$ cat src/rtl/prio_irq_pkg.sv
package prio_irq_pkg;
  localparam int NUM_SRC = 5;
  localparam int NUM_PIN = 3;
  localparam int VEC_W   = $clog2(NUM_SRC);
  localparam int CFG_W   = NUM_SRC + 1;

  typedef struct packed {
    logic [NUM_SRC-1:0] clrLatch;
    logic [NUM_SRC-1:0] maskBits;
    logic               risingSel;
  } ctlStrobe_t;
endpackage

$ cat src/rtl/prio_irq_datapath.sv
module prio_irq_datapath
  import prio_irq_pkg::*;
#(
  parameter int SYNC_STAGES = 2
) (
  input  logic               clk,
  input  logic               rstN,
  input  logic [NUM_PIN-1:0] extPin,
  input  logic               timerOvf,
  input  logic               serDone,
  input  ctlStrobe_t         ctl,
  output logic               anyElig,
  output logic [VEC_W-1:0]   topVec
);
  logic [NUM_PIN-1:0] syncQ [SYNC_STAGES];
  logic [NUM_PIN-1:0] prevQ;
  logic [NUM_PIN-1:0] cur, rise, fall;
  logic [NUM_SRC-1:0] setEv, latchQ, pend, elig;

  genvar g;
  generate
    for (g = 0; g < SYNC_STAGES; g++) begin : gSync
      always_ff @(posedge clk or negedge rstN) begin
        if (!rstN) syncQ[g] <= '0;
        else if (g == 0) syncQ[g] <= extPin;
        else syncQ[g] <= syncQ[(g == 0) ? 0 : g-1];
      end
    end
  endgenerate

  assign cur = syncQ[SYNC_STAGES-1];

  always_ff @(posedge clk or negedge rstN) begin
    if (!rstN) prevQ <= '0;
    else prevQ <= cur;
  end

  assign rise = cur & ~prevQ;
  assign fall = ~cur & prevQ;

  always_comb begin
    setEv    = '0;
    setEv[1] = rise[1];
    setEv[2] = ctl.risingSel ? rise[2] : fall[2];
    setEv[3] = timerOvf;
    setEv[4] = serDone;
  end

  generate
    for (g = 0; g < NUM_SRC; g++) begin : gLatch
      if (g == 0) begin : gLevel
        assign latchQ[g] = 1'b0;
      end else begin : gEdge
        always_ff @(posedge clk or negedge rstN) begin
          if (!rstN) latchQ[g] <= 1'b0;
          else latchQ[g] <= setEv[g] | (latchQ[g] & ~ctl.clrLatch[g]);
        end
      end
    end
  endgenerate

  always_comb begin
    pend    = latchQ;
    pend[0] = cur[0];
  end

  assign elig    = pend & ~ctl.maskBits;
  assign anyElig = |elig;

  always_comb begin
    topVec = '0;
    for (int i = NUM_SRC-1; i >= 0; i--) begin
      if (elig[i]) topVec = VEC_W'(i);
    end
  end
endmodule

$ cat src/rtl/prio_irq_ctrl.sv
module prio_irq_ctrl
  import prio_irq_pkg::*;
(
  input  logic             clk,
  input  logic             rstN,
  input  logic             cfgWr,
  input  logic [CFG_W-1:0] cfgData,
  input  logic             enSet,
  input  logic             ack,
  input  logic [VEC_W-1:0] ackVec,
  input  logic             anyElig,
  input  logic [VEC_W-1:0] topVec,
  output ctlStrobe_t       ctl,
  output logic             globalEn,
  output logic             irqReq,
  output logic [VEC_W-1:0] irqVec
);
  logic [NUM_SRC-1:0] maskQ;
  logic               selQ;
  logic               enQ;

  always_ff @(posedge clk or negedge rstN) begin
    if (!rstN) begin
      maskQ <= '1;
      selQ  <= 1'b0;
    end else if (cfgWr) begin
      maskQ <= cfgData[NUM_SRC-1:0];
      selQ  <= cfgData[NUM_SRC];
    end
  end

  always_ff @(posedge clk or negedge rstN) begin
    if (!rstN)      enQ <= 1'b0;
    else if (ack)   enQ <= 1'b0;
    else if (enSet) enQ <= 1'b1;
  end

  always_comb begin
    ctl.clrLatch  = '0;
    ctl.maskBits  = maskQ;
    ctl.risingSel = selQ;
    for (int i = 0; i < NUM_SRC; i++) begin
      if (ack && ackVec == VEC_W'(i)) ctl.clrLatch[i] = 1'b1;
    end
  end

  assign globalEn = enQ;
  assign irqReq   = enQ & anyElig;
  assign irqVec   = irqReq ? topVec : '0;
endmodule

$ cat src/rtl/prio_irq_top.sv
module prio_irq_top
  import prio_irq_pkg::*;
(
  input  logic       clk,
  input  logic       rstN,
  input  logic [2:0] extPin,
  input  logic       timerOvf,
  input  logic       serDone,
  input  logic       cfgWr,
  input  logic [5:0] cfgData,
  input  logic       enSet,
  input  logic       ack,
  input  logic [2:0] ackVec,
  output logic       irqReq,
  output logic [2:0] irqVec
);
  ctlStrobe_t       ctl;
  logic             anyElig;
  logic [VEC_W-1:0] topVec;
  logic             globalEn;
  logic [NUM_SRC-1:0] maskBits;

  assign maskBits = ctl.maskBits;

  prio_irq_datapath #(.SYNC_STAGES(2)) u_dp (
    .clk(clk), .rstN(rstN), .extPin(extPin), .timerOvf(timerOvf),
    .serDone(serDone), .ctl(ctl), .anyElig(anyElig), .topVec(topVec)
  );

  prio_irq_ctrl u_ctrl (
    .clk(clk), .rstN(rstN), .cfgWr(cfgWr), .cfgData(cfgData),
    .enSet(enSet), .ack(ack), .ackVec(ackVec), .anyElig(anyElig),
    .topVec(topVec), .ctl(ctl), .globalEn(globalEn),
    .irqReq(irqReq), .irqVec(irqVec)
  );
endmodule

$ cat config.mk
export PLATFORM = sky130hd
export DESIGN_NAME = prio_irq_top
export DESIGN_NICKNAME = d
export VERILOG_FILES = /design/src/rtl/prio_irq_pkg.sv /design/src/rtl/prio_irq_datapath.sv /design/src/rtl/prio_irq_ctrl.sv /design/src/rtl/prio_irq_top.sv
export SDC_FILE = /design/constraint.sdc
export NUM_CORES = 1
export LEC_CHECK = 0
export CAP_MARGIN = 15
export CORE_AREA = 5 5 52 54
export CTS_BUF_LIST = sky130_fd_sc_hd__clkbuf_2
export CTS_CLUSTER_DIAMETER = 80
export DETAILED_ROUTE_END_ITERATION = 10
export DIE_AREA = 0 0 57 59
export DONT_BUFFER_PORTS = 1
export GPL_TIMING_DRIVEN = 0
export PLACE_DENSITY_LB_ADDON = 0.1
export RECOVER_POWER = 25
export REMOVE_ABC_BUFFERS = 1
export SYNTH_ARGS = -nofsm -noshare
export SYNTH_HDL_FRONTEND = slang
export SYNTH_HIERARCHICAL = 1
export SYNTH_SLANG_ARGS = --single-unit
$ cat constraint.sdc
create_clock -name clk -period 3.15 [get_ports clk]
set_clock_uncertainty 0.2 [all_clocks]
set_input_delay 0.4725 -clock clk [delete_from_list [all_inputs] [get_ports clk]]
set_output_delay 0.4725 -clock clk [all_outputs]
set_load 0.01 [all_outputs]
==> results_dict.tcl, run 1 <==
set metrics [dict create \
    min_from "serDone" \
    regToRegEndpoint "u_dp/latchQ[2]$_DFF_PN0_" \
    crit_fanout 3 \
    ant_nets 0 \
    min_period_over_period_pct 71.6 \
    p_total_w 0.000432 \
    syn_avg_cell_area_sq_um 13.8 \
    end_kind "output pin" \
    r2r_setup_slack_ps 2160 \
    coreArea_sq_mm 0.00217 \
    setup_viol 0 \
    num_rows 17 \
    worst_pin_slew_ps 769 \
    die_w_microns 57 \
    worstPathCellList "nor2b_4 > nor4_2 > nor2b_1 > and3_1" \
    nFillCells 219 \
    gp_congestion 0.664 \
    startpoint_type "register" \
    hold_violations 0 \
    clk_pin_slew_worst_paths_ps 160 \
    clock_sinks 19 \
    slew_headroom_pct 48.6 \
    placed_area_sq_um 845 \
    cts-root-buf "clkbuf_2" \
    place_hpwl_microns 1010 \
    layout_common_cells "14 x dfrtp_1, 5 x mux2_4, 5 x inv_1" \
    power_frac_clock_pct 23.3 \
    worstReg2RegStart "u_ctrl/selQ$_DFFE_PN0P_" \
    ctsResizeCount 0 \
    initial_utilization_pct 38.2 \
    holdPathStages 1 \
    die-area_sq_mm 0.00336 \
    clockBufferDepth 2 \
    power_frac_seq_pct 64.1 \
    required_ps 2480 \
    die_y_microns 59 \
    dp.cells 86 \
    gr-usage-all-layers_pct 8.61 \
    critPathKind "register to output pin" \
    portBuffers 0 \
    finalCriticalPeriod_ps 2250 \
    slowest_delay_ps 590 \
    hold_end "u_dp/latchQ[4]$_DFF_PN0_" \
    design_area_sq_um 901 \
    viasPerCell 4.69 \
    irDropWorstVdd_mv 0.232 \
    finish.utilization_pct 41.5 \
    clk_latency_ps 290 \
    tns_ps 0 \
    design.final.nets 86 \
    p_leak_nw 0.401 \
    drt_pre_antenna_iters 4 \
    cpMaxStageDelayCell "dfstp_2" \
    diodes 0 \
    post-route-drc-count 0 \
    grt_pass1_vias 466 \
    final_common_cell "dfrtp_1" \
    p_per_area_mw_per_mm2 479 \
    cp_data_arrival_time_ps 1580 \
    cts_tree "done" \
    netlist_area_sq_um 828 \
    htreeDepth 1 \
    switching_share_pct 23.2 \
    grt_pass1_wl_microns 2100 \
    finalMaxSlewViolations 0 \
    grt_max_degree 20 \
    internal-power_w 0.000331 \
    rsz0062_at_grt "false" \
    r2r_cells 2 \
    initialDrtViolationCount 8 \
    layout.cells.non_filler 94 \
    clock.fmax_mhz 444 \
    wirelength_microns 1300 \
    outcome "finished clean" \
    routedWlPerCell_microns 13.8 \
    p_switching_w 0.000100 \
    antenna_found_initial 0 \
    vias 441 \
    drive_gt1_share_pct 30.3 \
    synth_cells 60 \
    cap_violations 0 \
    syn2layout_area_growth_pct 8.76 \
    cts_buffers 3 \
    hp-class "input port to register" \
    boundaryPins 23 \
    synth_warnings 6 \
    p_comb_share_pct 12.6 \
    grt.overflow.total 0 \
]
stage by stage:
step / setup WS [ps] / hold slack (ps)
4_1_cts: 858 / 30.0
5_1_grt: 745 / 14.2
3_3_place_gp: 1220 / -22.7
2_1_floorplan: 1300 / -23.1
3_5_place_dp: 1230 / -22.7
6_report: 896 / 59.1
what timing repair did:
item	in CTS	in global routing
buffers inserted	0	0
hold endpoints to repair	22	0
hold buffers	4	0
power groups by stage:
| stage | Clock (W) | Sequential [W] | Combinational (W) |
|---|---|---|---|
| after floorplan | 0 | 0.000279 | 0.0000432 |
| after global placement | 0 | 0.000282 | 0.0000469 |
| after detailed placement | 0 | 0.000282 | 0.0000478 |
| after CTS | 0.000109 | 0.000278 | 0.0000564 |
| after global routing | 0.000122 | 0.000280 | 0.0000600 |
| final | 0.000101 | 0.000277 | 0.0000542 |
cell type report:
cell class / instances / area [sq um] / area share [%]
flip-flops and latches: 19 / 482 / 53.5
clock buffers: 4 / 20.0 / 2.22
inverters: 5 / 18.8 / 2.08
repair buffers: 4 / 40.0 / 4.44
well taps: 28 / 35.0 / 3.89
multi-input cells: 34 / 305 / 33.9
registers in the layout, indices dropped and copies added (netlist names):
name,cells
u_dp/latchQ,4
u_dp/prevQ,2
u_dp/syncQ,3
u_ctrl/maskQ,5
u_ctrl/selQ,1
u_ctrl/globalEn,1
u_dp/cur,3
worst max path at each step:
stage / startpoint / slack, ps / end / cells past startpoint
3_3_place_gp: u_ctrl/maskQ[0]$_DFFE_PN1P_ / 1220 / irqVec[2] / 4
6_report: u_ctrl/maskQ[0]$_DFFE_PN1P_ / 900 / irqVec[2] / 4
2_1_floorplan: u_ctrl/maskQ[0]$_DFFE_PN1P_ / 1300 / irqVec[2] / 4
4_1_cts: u_ctrl/maskQ[0]$_DFFE_PN1P_ / 860 / irqVec[2] / 4
5_1_grt: u_ctrl/maskQ[0]$_DFFE_PN1P_ / 740 / irqVec[2] / 4
3_5_place_dp: u_ctrl/maskQ[0]$_DFFE_PN1P_ / 1230 / irqVec[2] / 4
worst max-delay path: cells and delay by family, from the launching register on:
family,cells,cell delay [ps]
flops,1,590
simple gates,4,690
routing by layer:
metal	GRT usage, %	wire length (microns)
met4	5.96	0
met2	12.2	665
met3	3.05	84
met1	10.9	545
met5	0	0
Note: power is estimated with default switching activity, not from simulation.
==> run 2: changes to the inputs <==
- clock period: 3.15 -> 2.3 ns (I/O delays scaled with it)
==> run 2 against run 1 <==
  * Utilization is 7.6 points higher
  * Final cell count rose by 17%
  * Final area rose by 18%
  * Sequential power rose by 37%
  * Worst setup slack worse by 740 ps
  * Non-clock buffer count is 16 higher
  * Sequential share of layout area decreased by 8.2 points
  * Combinational power is 96% higher
  * Register-to-register slack lost 1400 ps
  * Clock-buffer cell count unchanged
  * Via count increased by 15%
  * First-iteration DRC count shrank 25%
  * Largest cell class unchanged
  * Largest power group unchanged
==> results_dict.tcl, run 2 (synthesis gave the netlist of run 1 again) <==
set metrics [dict create \
    cts_buffers 3 \
    num_rows 17 \
    final_common_cell "dlygate4sd3_1" \
    clock.fmax_mhz 467 \
    initialDrtViolationCount 6 \
    cts-root-buf "clkbuf_2" \
    cap_violations 0 \
    min_period_over_period_pct 93.1 \
    ctsResizeCount 0 \
    place_hpwl_microns 1010 \
    drt_pre_antenna_iters 4 \
    cp.depth 4 \
    wirelength_met1_microns 585 \
    clockBufferDepth 2 \
    die-area_sq_mm 0.00336 \
    portBuffers 0 \
    gp_congestion 0.664 \
    rsz0062_at_grt "false" \
    finalCriticalPeriod_ps 2140 \
    r2r_setup_slack_ps 750 \
    syn2layout_area_growth_pct 28.5 \
    wl_met2_microns 737 \
    end_kind "output pin" \
    hp-class "input port to register" \
    diodes 0 \
    die_w_microns 57 \
    grt_pass1_vias 514 \
    ant_nets 0 \
    critPathTopFamily "simple AND/OR/NAND/NOR gates" \
    routedWlPerCell_microns 12.9 \
    r2r_cells 2 \
    slowest_delay_ps 590 \
    postCtsHoldBufs 20 \
    clock_sinks 19 \
    htreeDepth 1 \
    hold_violations 0 \
    wirelength_microns 1420 \
    design.final.nets 102 \
    worstReg2RegStart "u_ctrl/selQ$_DFFE_PN0P_" \
    viasPerCell 4.60 \
    crit_fanout 3 \
    vias 506 \
    clk_latency_ps 290 \
    met3_length_microns 93 \
    layout_common_cells "20 x dlygate4sd3_1, 14 x dfrtp_1, 6 x mux2_4, 5 x dfstp_2, 5 x inv_1" \
    regToRegEndpoint "u_ctrl/selQ$_DFFE_PN0P_" \
    finalMaxSlewViolations 0 \
    slew_headroom_pct 48.5 \
    worstPathCellList "nor2b_4 > nor4_2 > nor2b_1 > and3_1" \
    irDropWorstVdd_mv 0.353 \
    initial_utilization_pct 38.2 \
    post-route-drc-count 0 \
    top_register "u_ctrl/maskQ" \
    startpoint_type "register" \
    required_ps 1750 \
    critical_path.endpoint "irqVec[2]" \
    gr-usage-all-layers_pct 9.16 \
    cp-startpoint "u_ctrl/maskQ[0]$_DFFE_PN1P_" \
    p_leak_nw 0.474 \
    grt.overflow.total 0 \
    setup_viol 0 \
    tns_ps 0 \
    cpMaxStageDelayCell "dfstp_2" \
    outcome "finished clean" \
    critPathKind "register to output pin" \
    cts_setup_buffers 0 \
    p_per_area_mw_per_mm2 586 \
    coreArea_sq_mm 0.00217 \
    worst_pin_slew_ps 770 \
    routed.top_layer "met3" \
    antenna_found_initial 0 \
    largest_reg_flops 5 \
    boundaryPins 23 \
    cp_data_arrival_time_ps 1600 \
    grt_max_degree 20 \
    top_regs "u_ctrl/maskQ (5), u_dp/latchQ (4)" \
    cp_num_buf_inv 0 \
    die_y_microns 59 \
    clk_pin_slew_worst_paths_ps 160 \
    whs_ps 153 \
    cts_tree "done" \
    drive_gt1_share_pct 26.8 \
    grt_pass1_wl_microns 2260 \
]
[run 2: cell count changes in the layout (fill, tap and decap cells not counted), sizes merged]
| cell | before | now |
|---|---|---|
| dlygate4sd3 | 4 | 20 |
[run 2: where the power goes]
group	internal (W)	switching (W)
Clock	0.0000461	0.0000919
Sequential	0.000365	0.0000153
Combinational	0.0000699	0.0000360
Total	0.000481	0.000143
[run 2: metal layers]
metal	GRT usage, %	up-vias
li1	-	250
met1	11.0	245
met2	13.9	11
met3	3.27	0
met4	5.96	0
met5	0	-
[run 2: stage by stage]
step	area, sq um	util, %	std cells	worst slack (ps)	power [W]
3_3_place_gp	845	38.9	86	499	0.000450
6_report	1060	49.1	110	159	0.000624
2_1_floorplan	810	-	58	575	0.000441
3_5_place_dp	845	38.9	86	511	0.000452
5_1_grt	1060	49.1	110	30.6	0.000666
4_1_cts	1060	49.1	110	135	0.000636
[run 2: area by class of cell]
type / count / area (sq um)
multi-input cells: 34 / 309
fillers: 208 / 1100
flip-flops and latches: 19 / 482
clock buffers: 4 / 20.0
well taps: 28 / 35.0
repair buffers: 20 / 200
inverters: 5 / 18.8
[run 2: how the worst min path moves through the flow]
stage / startpoint / endpoint / slack, ps / cells past startpoint
floorplan: rstN / u_ctrl/globalEn$_DFFE_PN0P_ / -150 / 0
global placement: rstN / u_dp/syncQ[3]$_DFF_PN0_ / -150 / 0
detailed placement: rstN / u_dp/syncQ[3]$_DFF_PN0_ / -150 / 0
CTS: ack / u_dp/latchQ[1]$_DFF_PN0_ / 110 / 2
global route: ack / u_dp/latchQ[1]$_DFF_PN0_ / 90 / 2
finish: ack / u_dp/latchQ[1]$_DFF_PN0_ / 150 / 2
==> run 3: changes to the inputs <==
- SETUP_SLACK_MARGIN: unset -> 0.2
==> run 3 against run 2 <==
  * Critical path depth is the same
  * Sequential power barely moved
  * Worst hold slack worse by 0.76 ps
  * Power is 1.8% higher
  * Clock-buffer cell count unchanged
  * Utilization rose by 1.3 points
  * Largest cell class unchanged
==> results_dict.tcl, run 3 (synthesis gave the netlist of run 1 again) <==
set metrics [dict create \
    outcome "finished clean" \
    top_regs "u_ctrl/maskQ (5), u_dp/latchQ (4)" \
    antenna_found_initial 0 \
    p_comb_share_pct 18.5 \
    cp_num_buf_inv 0 \
    holdPathStages 2 \
    ant_nets 0 \
    portBuffers 0 \
    placed_area_sq_um 845 \
    rsz0062_at_grt "true" \
    regToRegEndpoint "u_ctrl/maskQ[1]$_DFFE_PN1P_" \
    power_frac_seq_pct 59.9 \
    wirelength_microns 1460 \
    critPathTopFamily "simple AND/OR/NAND/NOR gates" \
    clockBufferDepth 2 \
    largest_reg_flops 5 \
    boundaryPins 23 \
    power_frac_clock_pct 21.7 \
    required_ps 1750 \
    gp_congestion 0.664 \
    worst_pin_slew_ps 768 \
    gr-usage-all-layers_pct 9.30 \
    p_leak_nw 0.483 \
    drt_pre_antenna_iters 4 \
    switching_share_pct 23.3 \
    cts_tree "done" \
    r2r_cells 3 \
    grt_pass1_wl_microns 2300 \
    top_register "u_ctrl/maskQ" \
    met3_length_microns 95 \
    irDropWorstVdd_mv 0.354 \
    viasPerCell 4.63 \
    min_period_over_period_pct 90.2 \
    critPathKind "register to output pin" \
    design_area_sq_mm 0.00109 \
    crit_fanout 3 \
    grt_pass1_vias 525 \
    clock_sinks 19 \
    initialDrtViolationCount 11 \
    slew_headroom_pct 48.6 \
    design.final.nets 104 \
    cts-root-buf "clkbuf_2" \
    nFillCells 205 \
    slowest_delay_ps 590 \
    finalMaxSlewViolations 0 \
    vias 519 \
    grt_max_degree 20 \
    coreArea_sq_mm 0.00217 \
    drive_gt1_share_pct 29.8 \
    clock.fmax_mhz 482 \
    clk_pin_slew_worst_paths_ps 160 \
    grt.overflow.total 0 \
    initial_utilization_pct 38.2 \
    diodes 0 \
    cpMaxStageDelayCell "dfstp_2" \
    cap_violations 0 \
    die_y_microns 59 \
    cp_data_arrival_time_ps 1530 \
    routedWlPerCell_microns 13.0 \
    hold_violations 0 \
    clk_latency_ps 290 \
    p_switching_w 0.000148 \
    syn2layout_area_growth_pct 32.0 \
    final_common_cell "dlygate4sd3_1" \
    r2r_setup_slack_ps 710 \
    die-area_sq_mm 0.00336 \
    post-route-drc-count 0 \
    hp-class "input port to register" \
    wl_met2_microns 765 \
    place_hpwl_microns 1010 \
    tns_ps 0 \
    internal-power_w 0.000487 \
    end_kind "output pin" \
    worstPathCellList "nor2b_4 > nor4_4 > nor2b_1 > and3_4" \
    die_w_microns 57 \
    routed.top_layer "met3" \
    min_from "ack" \
    worstReg2RegStart "u_ctrl/maskQ[1]$_DFFE_PN1P_" \
    setup_viol 0 \
    whs_ps 152 \
    cts_buffers 3 \
    num_rows 17 \
    layout_common_cells "20 x dlygate4sd3_1, 14 x dfrtp_1, 6 x mux2_4, 5 x dfstp_2, 5 x inv_1" \
    htreeDepth 1 \
    hold_end "u_dp/latchQ[1]$_DFF_PN0_" \
    finalCriticalPeriod_ps 2080 \
    p_per_area_mw_per_mm2 581 \
    wirelength_met1_microns 598 \
    startpoint_type "register" \
]
[run 3: worst max path at each step]
stage                                           start        end  slack (ps)  cells past startpoint
after floorplan           u_ctrl/maskQ[0]$_DFFE_PN1P_  irqVec[2]         570                      4
after global placement    u_ctrl/maskQ[0]$_DFFE_PN1P_  irqVec[2]         500                      4
after detailed placement  u_ctrl/maskQ[0]$_DFFE_PN1P_  irqVec[2]         510                      4
after CTS                 u_ctrl/maskQ[1]$_DFFE_PN1P_  irqVec[2]         160                      4
after global routing      u_ctrl/maskQ[1]$_DFFE_PN1P_  irqVec[2]         100                      4
final                     u_ctrl/maskQ[0]$_DFFE_PN1P_  irqVec[2]         220                      4
[run 3: what timing repair did]
item	CTS	global route
gates resized for setup	1	1
pin swaps	3	1
endpoints found under the setup margin	4	4
hold buffers	20	0
endpoints found under the hold margin	31	0
buffers inserted	2	0
gates cloned	0	0
[run 3: power by group through the flow]
| stage | clock network (W) | registers [W] | logic (W) |
|---|---|---|---|
| final | 0.000138 | 0.000380 | 0.000117 |
| after global routing | 0.000167 | 0.000384 | 0.000127 |
| after CTS | 0.000149 | 0.000380 | 0.000113 |
| after detailed placement | 0 | 0.000387 | 0.0000655 |
| after global placement | 0 | 0.000386 | 0.0000642 |
| after floorplan | 0 | 0.000382 | 0.0000591 |
[run 3: stage by stage]
stage,util (%),cells,setup WS (ps),power (W)
final,50.4,112,225,0.000635
after global routing,50.4,112,102,0.000677
after CTS,50.0,112,162,0.000642
after detailed placement,38.9,86,511,0.000452
after global placement,38.9,86,499,0.000450
after floorplan,-,58,575,0.000441
[run 3: area by class of cell]
cell class / count / area (sq um) / share of cell area, %
tap: 28 / 35.0 / 3.20
inverter: 5 / 18.8 / 1.72
timing repair buffer: 22 / 215 / 19.7
multi-input combinational: 34 / 323 / 29.5
sequential: 19 / 482 / 44.1
clock buffer: 4 / 20.0 / 1.83
[run 3: metal layers]
metal	up-vias	track usage (%)
met5	-	0
met4	0	5.96
met3	0	3.27
met2	13	14.2
met1	252	11.1
li1	254	-
